$ cat src/rtl/flash_tick_pkg.sv
package flash_tick_pkg;
  localparam int REG_W = 8;
  localparam int CFG_W = REG_W - 1;
  localparam int DIV_W = CFG_W - 1;

  typedef struct packed {
    logic             lockWrite;
    logic             armed;
    logic             prescaleEn;
    logic [DIV_W-1:0] divValue;
  } divCtlT;
endpackage

$ cat src/rtl/flash_tick_ctrl.sv
module flash_tick_ctrl
  import flash_tick_pkg::*;
(
  input  logic             clk,
  input  logic             rstN,
  input  logic             regSel,
  input  logic             regWr,
  input  logic [REG_W-1:0] regWdata,
  output logic [REG_W-1:0] regRdata,
  output divCtlT           ctl
);
  logic [CFG_W-1:0] cfgReg;
  logic             loaded;
  logic             wrHit;

  // Only the first selected write after reset is taken.
  assign wrHit = regSel && regWr && !loaded;

  always_ff @(posedge clk or negedge rstN) begin
    if (!rstN) begin
      cfgReg <= '0;
      loaded <= 1'b0;
    end else if (wrHit) begin
      cfgReg <= regWdata[CFG_W-1:0];
      loaded <= 1'b1;
    end
  end

  assign regRdata       = {loaded, cfgReg};
  assign ctl.lockWrite  = wrHit;
  assign ctl.armed      = loaded;
  assign ctl.prescaleEn = cfgReg[CFG_W-1];
  assign ctl.divValue   = cfgReg[DIV_W-1:0];
endmodule

$ cat src/rtl/flash_tick_dp.sv
module flash_tick_dp
  import flash_tick_pkg::*;
#(
  parameter int PRE_RATIO = 8
) (
  input  logic   clk,
  input  logic   rstN,
  input  divCtlT ctl,
  output logic   tickPulse
);
  localparam int PRE_W = (PRE_RATIO > 1) ? $clog2(PRE_RATIO) : 1;
  localparam logic [PRE_W-1:0] PRE_LAST = PRE_W'(PRE_RATIO - 1);

  logic             preTick;
  logic [DIV_W-1:0] divCnt;
  logic             divHit;

  generate
    if (PRE_RATIO > 1) begin : g_pre
      logic [PRE_W-1:0] preCnt;
      always_ff @(posedge clk or negedge rstN) begin
        if (!rstN) begin
          preCnt <= '0;
        end else if (ctl.lockWrite) begin
          preCnt <= '0;
        end else if (ctl.armed) begin
          preCnt <= (preCnt == PRE_LAST) ? '0 : preCnt + 1'b1;
        end
      end
      assign preTick = !ctl.prescaleEn || (preCnt == PRE_LAST);
    end else begin : g_nopre
      assign preTick = 1'b1;
    end
  endgenerate

  assign divHit = (divCnt == ctl.divValue);

  always_ff @(posedge clk or negedge rstN) begin
    if (!rstN) begin
      divCnt    <= '0;
      tickPulse <= 1'b0;
    end else if (ctl.lockWrite) begin
      divCnt    <= '0;
      tickPulse <= 1'b0;
    end else begin
      tickPulse <= ctl.armed && preTick && divHit;
      if (ctl.armed && preTick) begin
        divCnt <= divHit ? '0 : divCnt + 1'b1;
      end
    end
  end
endmodule

$ cat src/rtl/flash_tick_divider.sv
module flash_tick_divider
  import flash_tick_pkg::*;
#(
  parameter int PRE_RATIO = 8
) (
  input  logic             clk,
  input  logic             rstN,
  input  logic             regSel,
  input  logic             regWr,
  input  logic [REG_W-1:0] regWdata,
  output logic [REG_W-1:0] regRdata,
  output logic             tickPulse,
  output logic             dividerValid
);
  divCtlT ctl;

  flash_tick_ctrl u_ctrl (
    .clk      (clk),
    .rstN     (rstN),
    .regSel   (regSel),
    .regWr    (regWr),
    .regWdata (regWdata),
    .regRdata (regRdata),
    .ctl      (ctl)
  );

  flash_tick_dp #(.PRE_RATIO(PRE_RATIO)) u_dp (
    .clk       (clk),
    .rstN      (rstN),
    .ctl       (ctl),
    .tickPulse (tickPulse)
  );

  assign dividerValid = ctl.armed;
endmodule

$ cat config.mk
export PLATFORM = sky130hd
export DESIGN_NAME = flash_tick_divider
export DESIGN_NICKNAME = d
export VERILOG_FILES = /design/src/rtl/flash_tick_pkg.sv /design/src/rtl/flash_tick_ctrl.sv /design/src/rtl/flash_tick_dp.sv /design/src/rtl/flash_tick_divider.sv
export SDC_FILE = /design/constraint.sdc
export NUM_CORES = 1
export LEC_CHECK = 0
export BUFFER_PORTS_ARGS = -buffer_cell sky130_fd_sc_hd__buf_2
export CORE_AREA = 5 5 56 58
export CTS_BUF_LIST = sky130_fd_sc_hd__clkbuf_8
export DETAILED_ROUTE_END_ITERATION = 8
export DIE_AREA = 0 0 61 63
export SLEW_MARGIN = 20
export SYNTH_ARGS = -nofsm -noshare
export SYNTH_HDL_FRONTEND = slang
export SYNTH_SLANG_ARGS = --single-unit
$ cat constraint.sdc
create_clock -name clk -period 1.6 [get_ports clk]
set_input_delay 0.48 -clock clk [delete_from_list [all_inputs] [get_ports clk]]
set_output_delay 0.48 -clock clk [all_outputs]
set_load 0.01 [all_outputs]
Word level (Yosys, flattened, before mapping). Cells that the tools add are included.

Flip-flop bits (word level): 18. Input port bits: 12. Word-level logic and storage cells: 25.

Add/sub/neg operators: 2. Equal/unequal tests: 2. Multiplexer cells: 7. Reduce and logical (&&, ||, !) cells: 9.

Operators by type and width (count): two-way mux 6 bit (3); two-way mux 3 bit (3); adder 6 x 1 -> 6 bit, second input constant (1); equality test 6 bit (1); logical AND 1 bit (4); nonzero test 2 bit (2); adder 3 x 1 -> 3 bit, second input constant (1); equality test 3 bit, second input constant (1); zero test 1 bit (2); logical OR 1 bit (1); two-way mux 1 bit (1).

Logic depth before layout (Yosys ltp).
Depth in word-level cells: 5. Depth in mapped cells: 6. Mapped depth without buffers: 6.

By module. A second synthesis with hierarchy kept.

Cells, all modules: 88. Area, all modules: 988.4 µm².

By module, submodules not included: flash_tick_dp (instances 1, cells an instance 60, area an instance 601.8 µm²); flash_tick_ctrl (instances 1, cells an instance 28, area an instance 386.6 µm²).

Worst setup path before layout. No wires, ideal clock.

Path type: reg-to-reg. From: register u_ctrl.loaded. To: register u_dp.divCnt[5]. Setup time: 0.078 ns. Data arrival time: 1.527 ns. Setup slack: -0.004 ns. Stages on the path, launching flop included: 5. Cells stage by stage: dfrtp_1 nand3b_4 a21boi_1 or4_1 a21oi_1.

Word-level cells in the longest chain between the ends: 3. Elaborated cells on any way between the ends: 5.

Ends and longest elaborated chain: start, declared (line flash_tick_ctrl.sv:13) `logic loaded;`; start signal, assigned (line flash_tick_ctrl.sv:22) `loaded <= 1'b0;`; start signal, assigned (line flash_tick_ctrl.sv:25) `loaded <= 1'b1;`; zero test 1 bit (line flash_tick_ctrl.sv:17) `assign wrHit = regSel && regWr && !loaded;`; logical AND 1 bit (line flash_tick_ctrl.sv:17); two-way mux 6 bit / nonzero test 2 bit (equally long branches); end signal, assigned (line flash_tick_dp.sv:48) `divCnt <= divHit ? '0 : divCnt + 1'b1;`; end, declared (line flash_tick_dp.sv:15) `logic [DIV_W-1:0] divCnt;`.

Several ways; a longest one is shown, not always the timed one. A chain may end at the register's enable or synchronous reset.

Worst setup path in the final report.
From: register u_dp.g_pre.preCnt[1]. To: register u_dp.divCnt[2].

Word-level cells in the longest chain between the ends: 4.

Ends and longest elaborated chain: start, declared (line flash_tick_dp.sv:20) `logic [PRE_W-1:0] preCnt;`; start signal, assigned (line flash_tick_dp.sv:27) `preCnt <= (preCnt == PRE_LAST) ? '0 : preCnt + 1'b1;`; equality test 3 bit (line flash_tick_dp.sv:30) `assign preTick = !ctl.prescaleEn || (preCnt == PRE_LAST);`; logical OR 1 bit (line flash_tick_dp.sv:30); logical AND 1 bit (line flash_tick_dp.sv:47) `if (ctl.armed && preTick) begin`; nonzero test 2 bit (no line).

No other way between the ends.

==> flow_summary.toml <==
[floorplanning]
initial_core_util_pct = 33.3
io_pins = 22
die-height_microns = 63
core_area_sq_um = 2620
dieArea_sq_um = 3840
core.rowCount = 19
die_w_microns = 61

[grt]
overflow = 0
grt_pass1_wl_microns = 2860
antenna_found_initial = 0
grt_pass1_vias = 659
grtUsageTotal_pct = 9.81
grt_max_degree = 19

[route]
drt_iter0_drc = 6
drc = 0
wl_per_cell_microns = 12.8
routed-wl-met3_microns = 81
maxUsedRoutingLayer = "met4"
wl_microns = 1740
ant_nets = 0
first_pass_iters = 2
via_per_inst = 4.82
vias = 655
met1_length_microns = 751
dr_wl_met2_microns = 886

[placement]
dp_hpwl_microns = 1300
pre_cts_ws_ns = -0.104
dpl-instance-area_sq_um = 1060
place_inst = 131
portBuffers = 20
place.gp.congestion = 0.820

[final_layout]
nets = 121
drive_gt1_share_pct = 50.5
postLayoutCoreUtil_pct = 44.1
n_antenna_cell = 0
design_area_sq_um = 1150
layoutNonFillerInstCount = 136
synthToLayoutAreaGrowth_pct = 32.3

[power_and_ir_drop]
power_density_nw_per_um2 = 1560
max-vdd-ir-drop_mv = 0.742
power_w = 0.00180
p_leak_nw = 0.544

[worst_setup_path]
cp.required_ns = 1.78
critical_path.startpoint_type = "flip-flop"
rrSetupSlack_ns = 0.07
crit_type = "flip-flop to flip-flop"
path_max_fanout = 7
end_kind = "flip-flop"
cp.arrival_ns = 1.72
r2r-end = "u_dp.divCnt[2]"
r2r-start = "u_dp.g_pre.preCnt[1]"
r2r_cells = 6

[clock_network]
cts_buffers = 3
clk_pin_slew_ns = 0.07
htreeDepth = 1
clk_root_buffer_cell = "clkbuf_8"
cts_buffer_depth = 2
cts_tree = "yes"
cts.sinks = 18
cts-hold-fix-buffers = 0
insertion_delay_ns = 0.25

[sta]
fmax_ghz = 0.652
finalSetupViolations = 0
finalMaxSlewViolations = 0
final.setup.worst_slack_ns = 0.0674
worst_slew_pin_slew_ns = 0.428
finalCritPeriodShare_pct = 95.8
period_minus_slack_ns = 1.53
skew_ns = 0.00558
hold_viol = 0
maxSlewHeadroom_pct = 71.5

[yosys]
synth_seq_area_share_pct = 51.7
ys_ff_latch = 18
synth_cells = 74
synth_flop_cell = "dfrtp_1"
syn_area_sq_um = 871
yosysMostFrequentCell = "dfrtp_1"
synth_top_area_share_pct = 51.7
synth_edf_count = 0
synth_common_cells = "dfrtp_1 (18), xnor2_1 (8), mux2_2 (7), nand2_1 (7)"
synth.area.top_cells = "dfrtp_1 (52%), mux2_2 (9.1%), xnor2_1 (8.0%)"
synth_largest_area_cell = "dfrtp_1"
synth_fp_nets = 89
ys_warn_count = 0
syn_avg_cell_area_sq_um = 11.8
async_reset_ff_share_pct = 100
synth_cell_types = 24

[outcome]
status = "finished, final reports clean"

[run]
cap_violations = 0

[worst_hold_path]
hold_path_class = "input pin to asynchronous set/reset pin"
[layout by cell type (no fill, tap or decap), types with 3 or more instances in the layout]
master,instances
buf_2,20
buf_4,8
clkbuf_8,3
dfrtp_1,17
inv_1,4
mux2_2,7
nand2_1,6
o21ai_0,4
xnor2_1,8
[logic make-up after synthesis]
logic type | count (synthesis) | synth area share [%]
AO/OA/AOI/OAI | 14 | 10.6
XOR/XNOR | 8 | 8.05
adder cells (fa/ha/maj) | 3 | 4.31
buffers and inverters | 4 | 2.16
flip-flops | 18 | 51.7
multiplexers | 7 | 9.05
AND/OR/NAND/NOR | 20 | 14.1
[worst max-delay path, stage by stage, from the launching register on]
cell and delay [ns]:
dfrtp_1 0.36, ha_2 0.17, ha_2 0.16, nand2b_4 0.13, a21boi_4 0.07, or3_2 0.42, a21oi_2 0.13
[sequential cells by signal, summed over array words and instances, names as in the netlist]
signal	cells
u_ctrl.cfgReg	7
u_dp.divCnt	6
u_dp.tickPulse	1
u_ctrl.loaded	1
u_dp.g_pre.preCnt	3
[final cells by class]
cell class	instances	area [sq um]
fillers	276	1460
flip-flops and latches	18	452
multi-input cells	52	445
repair buffers	28	160
clock buffers	3	41.3
well taps	31	38.8
inverters	3	11.3
clock inverters	1	3.75
[layer usage]
layer / GRT usage (%) / up-vias
met5: 0 / -
met2: 16.0 / 11
met1: 12.3 / 318
met4: 3.25 / 0
li1: - / 324
met3: 2.48 / 2
[stage by stage]
stage / hold WS, ns / TNS (ns)
floorplan: 0.184 / 0
global placement: 0.431 / -0.0758
detailed placement: 0.443 / -0.176
CTS: 0.162 / 0
global route: 0.186 / -0.103
finish: 0.153 / 0
[power by group]
| part | switching (W) | total [W] | internal, W |
|---|---|---|---|
| registers | 0.000144 | 0.000750 | 0.000606 |
| logic | 0.000312 | 0.000724 | 0.000411 |
| clock network | 0.000154 | 0.000324 | 0.000170 |
| total | 0.000610 | 0.00180 | 0.00119 |
[what timing repair did]
| item | CTS | global route |
|---|---|---|
| gates resized for setup | 5 | 6 |
| cloned | 0 | 0 |
| buffers inserted | 0 | 2 |
| endpoints found under the setup margin | 5 | 6 |
| pin swaps | 3 | 1 |
[worst max path at each step]
stage / from / to / slack (ns) / depth (start not counted)
2_1_floorplan: u_dp.g_pre.preCnt[0] / u_dp.divCnt[5] / 0.02 / 6
3_3_place_gp: u_dp.g_pre.preCnt[0] / u_dp.divCnt[5] / -0.06 / 7
3_5_place_dp: u_dp.g_pre.preCnt[1] / u_dp.divCnt[5] / -0.10 / 7
4_1_cts: u_dp.g_pre.preCnt[1] / u_dp.divCnt[1] / 0.006 / 6
5_1_grt: u_dp.g_pre.preCnt[1] / u_dp.divCnt[0] / -0.04 / 8
6_report: u_dp.g_pre.preCnt[1] / u_dp.divCnt[2] / 0.07 / 6
Note: power is estimated with default switching activity, not from simulation.
